$ cat config.mk
export PLATFORM = sky130hd
export DESIGN_NAME = wdog_timer
export DESIGN_NICKNAME = d
export VERILOG_FILES = /design/src/rtl/wdog_pkg.sv /design/src/rtl/wdog_ctrl.sv /design/src/rtl/wdog_datapath.sv /design/src/rtl/wdog_timer.sv
export SDC_FILE = /design/constraint.sdc
export NUM_CORES = 1
export LEC_CHECK = 0
export CORE_MARGIN = 2
export CORE_UTILIZATION = 40
export CTS_CLUSTER_SIZE = 40
export DETAILED_ROUTE_END_ITERATION = 16
export DONT_BUFFER_PORTS = 1
export GPL_TIMING_DRIVEN = 0
export PLACE_DENSITY = 0.64
export SKIP_LAST_GASP = 1
export SYNTH_ARGS = -nofsm -noshare
export SYNTH_HDL_FRONTEND = slang
export SYNTH_SLANG_ARGS = --single-unit
$ cat constraint.sdc
create_clock -name clk -period 4.75 [get_ports clk]
set_input_delay 0.475 -clock clk [delete_from_list [all_inputs] [get_ports clk]]
set_output_delay 0.475 -clock clk [all_outputs]
set_load 0.02 [all_outputs]
$ cat src/rtl/wdog_pkg.sv
package wdog_pkg;
  localparam int ADDR_W = 8;
  localparam int DATA_W = 32;

  localparam logic [ADDR_W-1:0] OFF_KICK  = 8'h00;
  localparam logic [ADDR_W-1:0] OFF_CTRL  = 8'h20;
  localparam logic [ADDR_W-1:0] OFF_LOAD  = 8'h24;
  localparam logic [ADDR_W-1:0] OFF_CAUSE = 8'h38;

  localparam int KICK_BIT  = 9;
  localparam int EN_BIT    = 7;
  localparam int DIV_LSB   = 16;
  localparam int CAUSE_BIT = 1;

  typedef struct packed {
    logic restart;
    logic run;
  } wdStrobes_t;
endpackage

$ cat src/rtl/wdog_ctrl.sv
module wdog_ctrl
  import wdog_pkg::*;
#(
  parameter int DIV_W  = 16,
  parameter int LOAD_W = 16
) (
  input  logic              clk,
  input  logic              rstN,
  input  logic              porRstN,
  input  logic              wrEn,
  input  logic              rdEn,
  input  logic [ADDR_W-1:0] addr,
  input  logic [DATA_W-1:0] wrData,
  input  logic              expireEv,
  output logic [DATA_W-1:0] rdData,
  output wdStrobes_t        strb,
  output logic [DIV_W-1:0]  divisor,
  output logic [LOAD_W-1:0] loadVal
);
  localparam logic [LOAD_W-1:0] LOAD_RST = '1;

  logic enReg;
  logic [DIV_W-1:0] divReg;
  logic [LOAD_W-1:0] loadReg;
  logic causeReg;

  logic selKick, selCtrl, selLoad, selCause;
  logic wrCtrl, wrLoad, kickCmd, enableCmd, causeClr;

  assign selKick  = (addr == OFF_KICK);
  assign selCtrl  = (addr == OFF_CTRL);
  assign selLoad  = (addr == OFF_LOAD);
  assign selCause = (addr == OFF_CAUSE);

  assign wrCtrl    = wrEn && selCtrl;
  assign wrLoad    = wrEn && selLoad;
  assign kickCmd   = wrEn && selKick && wrData[KICK_BIT];
  assign enableCmd = wrCtrl && wrData[EN_BIT] && !enReg;
  assign causeClr  = wrEn && selCause && wrData[CAUSE_BIT];

  always_ff @(posedge clk or negedge rstN) begin
    if (!rstN) begin
      enReg   <= 1'b0;
      divReg  <= '0;
      loadReg <= LOAD_RST;
    end else begin
      if (wrCtrl) begin
        enReg  <= wrData[EN_BIT];
        divReg <= wrData[DIV_LSB +: DIV_W];
      end
      if (wrLoad) loadReg <= wrData[LOAD_W-1:0];
    end
  end

  always_ff @(posedge clk or negedge porRstN) begin
    if (!porRstN) causeReg <= 1'b0;
    else if (expireEv) causeReg <= 1'b1;
    else if (causeClr) causeReg <= 1'b0;
  end

  always_comb begin
    strb.restart = kickCmd || enableCmd;
    strb.run     = enReg;
  end

  assign divisor = divReg;
  assign loadVal = loadReg;

  always_comb begin
    rdData = '0;
    if (rdEn) begin
      unique case (1'b1)
        selCtrl: begin
          rdData[EN_BIT] = enReg;
          rdData[DIV_LSB +: DIV_W] = divReg;
        end
        selLoad:  rdData[LOAD_W-1:0] = loadReg;
        selCause: rdData[CAUSE_BIT] = causeReg;
        default:  rdData = '0;
      endcase
    end
  end

  AST_CAUSE_SET: assert property (@(posedge clk) disable iff (!porRstN)
    expireEv |=> causeReg);
  AST_CAUSE_STICKY: assert property (@(posedge clk) disable iff (!porRstN)
    (causeReg && !causeClr) |=> causeReg);
  AST_ENABLE_RESTARTS: assert property (@(posedge clk) disable iff (!rstN)
    $rose(enReg) |-> $past(strb.restart));
endmodule

$ cat src/rtl/wdog_datapath.sv
module wdog_datapath
  import wdog_pkg::*;
#(
  parameter int CLKS_PER_US = 250,
  parameter int DIV_W       = 16,
  parameter int LOAD_W      = 16,
  parameter int RST_CYCLES  = 16
) (
  input  logic              clk,
  input  logic              rstN,
  input  wdStrobes_t        strb,
  input  logic [DIV_W-1:0]  divisor,
  input  logic [LOAD_W-1:0] loadVal,
  output logic              expireEv,
  output logic              rstReq
);
  localparam int BASE_W  = (CLKS_PER_US > 1) ? $clog2(CLKS_PER_US) : 1;
  localparam int PULSE_W = $clog2(RST_CYCLES + 1);
  localparam logic [PULSE_W-1:0] PULSE_LAST = PULSE_W'(RST_CYCLES - 1);

  logic baseTick, wdTick, reloadNow;
  logic [DIV_W-1:0] preCnt, divEff;
  logic [LOAD_W-1:0] count;
  logic [PULSE_W-1:0] pulseLeft;

  assign reloadNow = strb.restart || expireEv;

  generate
    if (CLKS_PER_US == 1) begin : g_noBaseDiv
      assign baseTick = strb.run;
    end else begin : g_baseDiv
      logic [BASE_W-1:0] baseCnt;
      always_ff @(posedge clk or negedge rstN) begin
        if (!rstN) baseCnt <= '0;
        else if (reloadNow) baseCnt <= '0;
        else if (strb.run) baseCnt <= baseTick ? '0 : baseCnt + 1'b1;
      end
      assign baseTick = strb.run && (baseCnt == BASE_W'(CLKS_PER_US - 1));
    end
  endgenerate

  assign divEff = (divisor == '0) ? DIV_W'(1) : divisor;
  assign wdTick = baseTick && (preCnt == divEff - DIV_W'(1));

  always_ff @(posedge clk or negedge rstN) begin
    if (!rstN) preCnt <= '0;
    else if (reloadNow) preCnt <= '0;
    else if (baseTick) preCnt <= wdTick ? '0 : preCnt + 1'b1;
  end

  always_ff @(posedge clk or negedge rstN) begin
    if (!rstN) count <= '0;
    else if (reloadNow) count <= loadVal;
    else if (wdTick && count != '0) count <= count - 1'b1;
  end

  assign expireEv = strb.run && (count == '0) && !rstReq;

  always_ff @(posedge clk or negedge rstN) begin
    if (!rstN) begin
      rstReq    <= 1'b0;
      pulseLeft <= '0;
    end else if (expireEv) begin
      rstReq    <= 1'b1;
      pulseLeft <= PULSE_LAST;
    end else if (rstReq) begin
      if (pulseLeft == '0) rstReq <= 1'b0;
      else pulseLeft <= pulseLeft - 1'b1;
    end
  end

  logic [PULSE_W:0] seenLen;
  always_ff @(posedge clk or negedge rstN) begin
    if (!rstN) seenLen <= '0;
    else if (rstReq) seenLen <= seenLen + 1'b1;
    else seenLen <= '0;
  end

  AST_PULSE_WIDTH: assert property (@(posedge clk) disable iff (!rstN)
    $fell(rstReq) |-> (seenLen == (PULSE_W+1)'(RST_CYCLES)));
  AST_RESTART_LOADS: assert property (@(posedge clk) disable iff (!rstN)
    strb.restart |=> (count == $past(loadVal)));
  AST_NO_REQ_WHEN_OFF: assert property (@(posedge clk) disable iff (!rstN)
    $rose(rstReq) |-> $past(strb.run));
  AST_HOLD_WHEN_OFF: assert property (@(posedge clk) disable iff (!rstN)
    (!strb.run && !strb.restart) |=> ($stable(count) && $stable(preCnt)));
endmodule

$ cat src/rtl/wdog_timer.sv
module wdog_timer
  import wdog_pkg::*;
#(
  parameter int CLKS_PER_US = 250,
  parameter int DIV_W       = 16,
  parameter int LOAD_W      = 16,
  parameter int RST_CYCLES  = 16
) (
  input  logic              clk,
  input  logic              porRstN,
  input  logic              sysRstN,
  input  logic              wrEn,
  input  logic              rdEn,
  input  logic [ADDR_W-1:0] addr,
  input  logic [DATA_W-1:0] wrData,
  output logic [DATA_W-1:0] rdData,
  output logic              rstReq
);
  logic coreRstN;
  logic expireEv;
  wdStrobes_t strb;
  logic [DIV_W-1:0] divisor;
  logic [LOAD_W-1:0] loadVal;

  assign coreRstN = porRstN && sysRstN;

  wdog_ctrl #(.DIV_W(DIV_W), .LOAD_W(LOAD_W)) u_ctrl (
    .clk(clk), .rstN(coreRstN), .porRstN(porRstN),
    .wrEn(wrEn), .rdEn(rdEn), .addr(addr), .wrData(wrData),
    .expireEv(expireEv), .rdData(rdData), .strb(strb),
    .divisor(divisor), .loadVal(loadVal)
  );

  wdog_datapath #(.CLKS_PER_US(CLKS_PER_US), .DIV_W(DIV_W),
                  .LOAD_W(LOAD_W), .RST_CYCLES(RST_CYCLES)) u_dp (
    .clk(clk), .rstN(coreRstN), .strb(strb), .divisor(divisor),
    .loadVal(loadVal), .expireEv(expireEv), .rstReq(rstReq)
  );
endmodule

; ---- After elaboration in Yosys (flattened, before gate mapping)
; Index checks and enable logic that the tools add are counted.
[totals]
register_bits = 80
output_inout_bits = 33
inputBits = 45
word_cells = 73
[classes]
addsub = 5
n_eq_ne = 6
mux = 24
n_reduce_logical = 29
[ops]
columns = operator, n
row1 = $mux 16, 7
row2 = $logic_not 16->1, 2
row3 = $mux 32, 1
row4 = $mux 8, 4
row5 = $sub 16x1->16 const B, 2
row6 = $eq 8x6->1 const B, 3
row7 = $mux 5, 4
row8 = $add 16x1->16 const B, 1
row9 = $eq 16x16->1, 1
row10 = $reduce_bool 16->1, 1
row11 = $logic_and 1x1->1, 14
row12 = $reduce_bool 2->1, 5
row13 = $add 8x1->8 const B, 1
row14 = $eq 8x8->1 const B, 1
row15 = $logic_not 8->1, 1
row16 = $mux 1, 6
row17 = $logic_not 5->1, 1
row18 = $sub 5x1->5 const B, 1
row19 = $pmux 1 s2, 2
row20 = $logic_not 1->1, 2
row21 = $logic_or 1x1->1, 2
row22 = $ne 2x1->1 const B, 1
row23 = $reduce_and 2->1, 1

; ---- Logic depth before layout (Yosys ltp)
[depth]
depth_word = 8
depth_mapped = 13
ltp_nobuf = 11

; ---- By module
; A second synthesis with hierarchy kept.
[unflattened]
cells_unflattened = 508
area_unflattened_um2 = 5077.4
[modules_own_cells]
columns = mod, seq_area_each_um2, n_inst, cells_per_inst, area_each_um2
row1 = wdog_datapath, 1151.1, 1, 383, 3348.2
row2 = wdog_ctrl, 870.8, 1, 124, 1722.9
row3 = wdog_timer, 0.0, 1, 1, 6.3

; ---- Least setup slack after synthesis
; OpenSTA, ideal clock, no wires.
[synth_path]
path_type = register to register
start = register u_ctrl.divReg[13], in the netlist u_ctrl.divisor[13]
end = register u_dp.count[14]
required_ps = 4668
arrival_time_ps = 3542
setup_slack_ps = 1126
period_less_slack_ps = 3624
n_path_buf = 1
setup_ps = 82
stages_incl_launch_ff = 13
path_cell_list = dfrtp_1 > buf_2 > nor4_1 > a41oi_1 > ha_1 > xor3_1 > nor3b_1 > o2111ai_1 > a2111oi_2 > nand4_2 > or2_4 > or4_1 > a31oi_1
[synth_via]
elab_chain_len = 7
[synth_lines]
columns = item, line
row1 = start: declaration, wdog_ctrl.sv:23  ; logic [DIV_W-1:0] divReg;
row2 = start signal: assignment, wdog_ctrl.sv:49  ; divReg <= wrData[DIV_LSB +: DIV_W];
row3 = $logic_not 16->1, wdog_datapath.sv:42  ; assign divEff = (divisor == '0) ? DIV_W'(1) : divisor;
row4 = $mux 16 *, wdog_datapath.sv:42
row5 = $sub 16x1->16 *, wdog_datapath.sv:43  ; assign wdTick = baseTick && (preCnt == divEff - DIV_W'(1));
row6 = $eq 16x16->1 *, wdog_datapath.sv:43
row7 = $logic_and 1x1->1 *, wdog_datapath.sv:43
row8 = $logic_and 1x1->1 *, wdog_datapath.sv:54  ; else if (wdTick && count != '0) count <= count - 1'b1;
row9 = $reduce_bool 2->1 (no source line) *, n/a
row10 = end signal: assignment, wdog_datapath.sv:53  ; else if (reloadNow) count <= loadVal;
row11 = end signal: assignment, wdog_datapath.sv:54
row12 = end: declaration, wdog_datapath.sv:23  ; logic [LOAD_W-1:0] count;
; Mark *: on every way between the ends. The rest lies on a longest branch, timed or not.
; A chain may end at the register's enable or synchronous reset.

; ---- Worst setup path in the final report
[layout_path]
start = register u_ctrl.divReg[13], in the netlist u_ctrl.divisor[13]
end = register u_dp.count[12]
; Same word-level chain as after synthesis.

==> summary.md <==
| Metric | Value |
|---|---|
| M3 GR Usage | `approximately 4.4%` |
| Global-route wire length before repair | `20,800 µm` |
| Worst slew pin tran | `0.941 ns` |
| Final setup skew | `0.00725 ns` |
| Clock sink count | `80` |
| Ordered list of cells on the worst path | `buf_2 > nor4_1 > a41oi_1 > ha_1 > xor3_1 > nor3b_1 > o2111ai_1 > a2111oi_2 > nand4_2 > or2_4 > buf_6 > or3_1 > a31oi_1` |
| Total routed wirelength | `about 13,000 µm` |
| Power density over cell area | `slightly above 300 mW/mm²` |
| Number of buffers created by CTS | `9` |
| Met2 usage in global routing | `around a third` |
| Layout cells sized above 1 | `about 16%` |
| Clk Latency, worst-skew pair | `0.35 ns` |
| Filler-free cell count of the finished design | `727` |
| First-iteration detailed-routing DRC count | `243` |
| Via count | `4,280` |
| Critical Path RT | `5.01 ns` |
| Sum of net half-perimeters after detailed placement | `9700 µm` |
| Area share of the leading cell type in the synthesized netlist | `32.0%` |
| Leak | `0.00241 µW` |
| Count of endpoints failing hold in the final timing report | `0` |
| Worst setup slack after placement | `between 0.4 and 0.5 ns` |
| Cell area after placement | `0.00525 mm²` |
| Cell type with the largest total area after synthesis | `dfrtp_1` |
| Number of ports placed on the die boundary | `78` |
| DRT Pass-1 Iters | `4` |
| Number of max-slew violations in the final report | `0` |
| Gate count after technology mapping | `approximately 540` |
| CTS HTree Levels | `3` |
| Leading register cell type out of synthesis | `dfrtp_1` |
| Critical Path Start Type | `flip-flop` |
| Sequential fraction of the synthesis area | `40.3%` |
| Initial antenna violation count | `0` |
| Run status | `completed` |
| Maximum clock insertion buffer count | `2` |
| Highest-delay cell along the critical path | `nor4_1` |
| Critical path's top delay family | `simple AND/OR/NAND/NOR gates` |
| Classification of the worst setup path | `flip-flop to flip-flop` |
| Pin count of the biggest net entering global routing | `53` |
| Gpl congestion | `between 0.8 and 0.9` |
| Initial core utilization | `around two fifths` |
| Most numerous cell types in the synthesized netlist | `dfrtp_1 (64), nand2_1 (51), nor2_1 (38)` |
| Synth Cell Area | `0.00501 mm²` |
| Relative slew slack | `a little over a third` |
| Chip height | `116 µm` |
| Setup violators final | `0` |
| Cell with the most instances after synthesis | `dfrtp_1` |
| Achievable clock frequency | `231 MHz` |
| Area of the die | `0.0134 mm²` |
| Min Tclk post-route | `4.34 ns` |
| Placed Cells incl. Taps | `710` |
| Number of hold buffers added after cts | `1` |
| Final net count | `606` |
| Total routing usage reported by global routing | `19.9%` |
| Met1 track utilization from global routing | `25.0%` |
| Number of distinct standard cells referenced by the synthesized netlist | `68` |
| DR DRC count | `0` |
| Number of rows in the core area | `40` |
| CTS tree | `yes` |
| Worst VDD drop | `0.151 mV` |
| Most Used Layer, Global Route | `met2` |
| Avg Vias per Cell | `5.89` |
| Max-cap violations | `0` |
| Most area-consuming cells after synthesis | `dfrtp_1 (32%), dfstp_2 (8.4%), mux2_2 (7.6%)` |
| Worst Path Buf+Inv | `2` |
| Gr ovfl total | `0` |
| Path type of the worst min-delay path | `input port to asynchronous set/reset pin` |
| Max Fanout on Critical Path | `10` |
| Buffers inserted by post-CTS timing repair | `0` |
| Synth Register Bits | `80` |
| Number of enable flip-flop cells after synthesis | `0` |
| Worst Slack Setup Final | `0.412 ns` |
| Number of nets with antenna violations after detailed routing | `0` |
| Post-synthesis net count | `593` |
| Count of buffers inserted at the top-level ports | `0` |
| Clock transition at the registers of the reported paths | `0.06 ns` |
| Post-DR wirelength/cell | `17.8 µm` |
| Critical path data arrival time | `4.60 ns` |
| Synthesis Warnings | `0` |
| Unrepaired setup endpoints after global routing | `false` |
| Mean instance size in the synthesized netlist | `about 9 µm²` |
| Number of antenna repair diodes | `0` |
| Placeable core region | `0.0121 mm²` |
| Hold slack final | `0.0876 ns` |
| Largest stage delay on the critical path | `0.79 ns` |
| Vias in the first global route | `4,136` |
| Final period util | `approximately nine tenths` |
| Async SR Flop Fraction | `between 90% and 100%` |
| Synthesis-to-finish area growth | `10.7%` |
| Number of instances resized during post-cts repair | `0` |
| Accumulated negative setup slack | `0 ns` |
| Summed area of non-filler cells in the final layout | `between 0.005 and 0.006 mm²` |
| Die Width | `approximately 120 µm` |
| CTS Root Cell | `clkbuf_16` |
| Crit path capture type | `flip-flop` |
layer usage:
layer | wire length [µm] | vias up
li1 | - | 2012
met1 | 5580 | 2105
met2 | 6180 | 137
met3 | 826 | 26
met4 | 359 | 0
met5 | 0 | -
final cells by class:
cell class | count | area, µm²
plain buffers | 23 | 110
inverters | 13 | 48.8
fillers | 1208 | 6560
multi-input cells | 425 | 2830
clock buffers | 13 | 270
clock inverters | 3 | 15.0
repair buffers | 2 | 37.5
well taps | 168 | 210
flip-flops and latches | 80 | 2020
where the power goes:
group / switching, µW / internal, µW / total, µW / leakage, µW
Combinational: 142 / 113 / 255 / 0.00127
Clock: 277 / 394 / 671 / 0.000145
Sequential: 40.2 / 717 / 757 / 0.000999
cell usage in the layout, fill, tap and decap left out, types with 4 or more instances in the layout:
master	Yosys	routed
clkbuf_1	16	17
nand2_1	51	51
mux2_2	34	34
xnor2_1	12	12
nor3_1	12	12
o21ai_0	30	30
nor4_1	8	8
ha_1	7	7
and3_1	30	30
nand4_1	11	11
o31ai_1	4	4
and2_1	20	19
or3_1	14	14
clkbuf_16	0	9
nand2b_1	8	8
buf_2	4	4
nor2b_1	6	6
or4_1	9	9
a31oi_1	7	7
a211oi_1	10	10
xor2_1	10	10
or2_2	7	7
dfrtp_1	64	64
dfstp_2	16	16
nor2_1	38	38
nand3b_1	8	8
a21oi_1	9	9
inv_1	13	13
nand3_1	23	23
path summary, 6_finish.rpt:
path	endpoint	depth (start not counted)	startpoint	slack, ns
setup / recovery	u_dp.count[12]	13	u_ctrl.divisor[13]	0.41
hold / removal	u_dp.pulseLeft[3]	1	sysRstN	0.09
setup reg to reg	u_dp.count[12]	13	u_ctrl.divisor[13]	0.41
hold reg to reg	u_ctrl.loadVal[9]	2	u_ctrl.loadVal[9]	0.49
max in group asynchronous	u_ctrl.loadVal[15]	2	porRstN	4.01
min in group clk	u_ctrl.divisor[11]	1	wrData[27]	0.27
worst register-to-register path, cell delays in order (launching register included):
cell and delay, ns:
dfrtp_1 0.35, buf_2 0.18, nor4_1 0.79, a41oi_1 0.27, ha_1 0.31, xor3_1 0.37
nor3b_1 0.22, o2111ai_1 0.17, a2111oi_2 0.36, nand4_2 0.25, or2_4 0.32, buf_6 0.14
or3_1 0.34, a31oi_1 0.18
per-stage QoR:
step | util (%) | power (µW)
after global placement | 43.1 | 1010
final | 45.8 | 1680
after CTS | 45.8 | 1700
after global routing | 45.8 | 1770
after detailed placement | 43.4 | 1020
after floorplan | - | 960
cells by family (layout without fill, tap and decap cells):
logic type / count (synthesis) / count (layout) / share of synthesized area (%)
AO/OA/AOI/OAI: 97 / 97 / 13.5
buffers and inverters: 36 / 54 / 3.17
adder cells (fa/ha/maj): 7 / 7 / 1.75
flip-flops: 80 / 80 / 40.3
XOR/XNOR: 23 / 23 / 4.32
AND/OR/NAND/NOR: 261 / 261 / 28.7
multiplexers: 37 / 37 / 8.24
sequential cells by signal, indices dropped and copies added, names as in the netlist:
signal / flops
u_dp.preCnt: 16
u_dp.pulseLeft: 5
u_ctrl.enReg: 1
u_ctrl.loadVal: 16
u_dp.rstReq: 1
u_dp.g_baseDiv.baseCnt: 8
u_ctrl.divisor: 16
u_dp.count: 16
u_ctrl.causeReg: 1
Note: power is estimated with default switching activity, not from simulation.
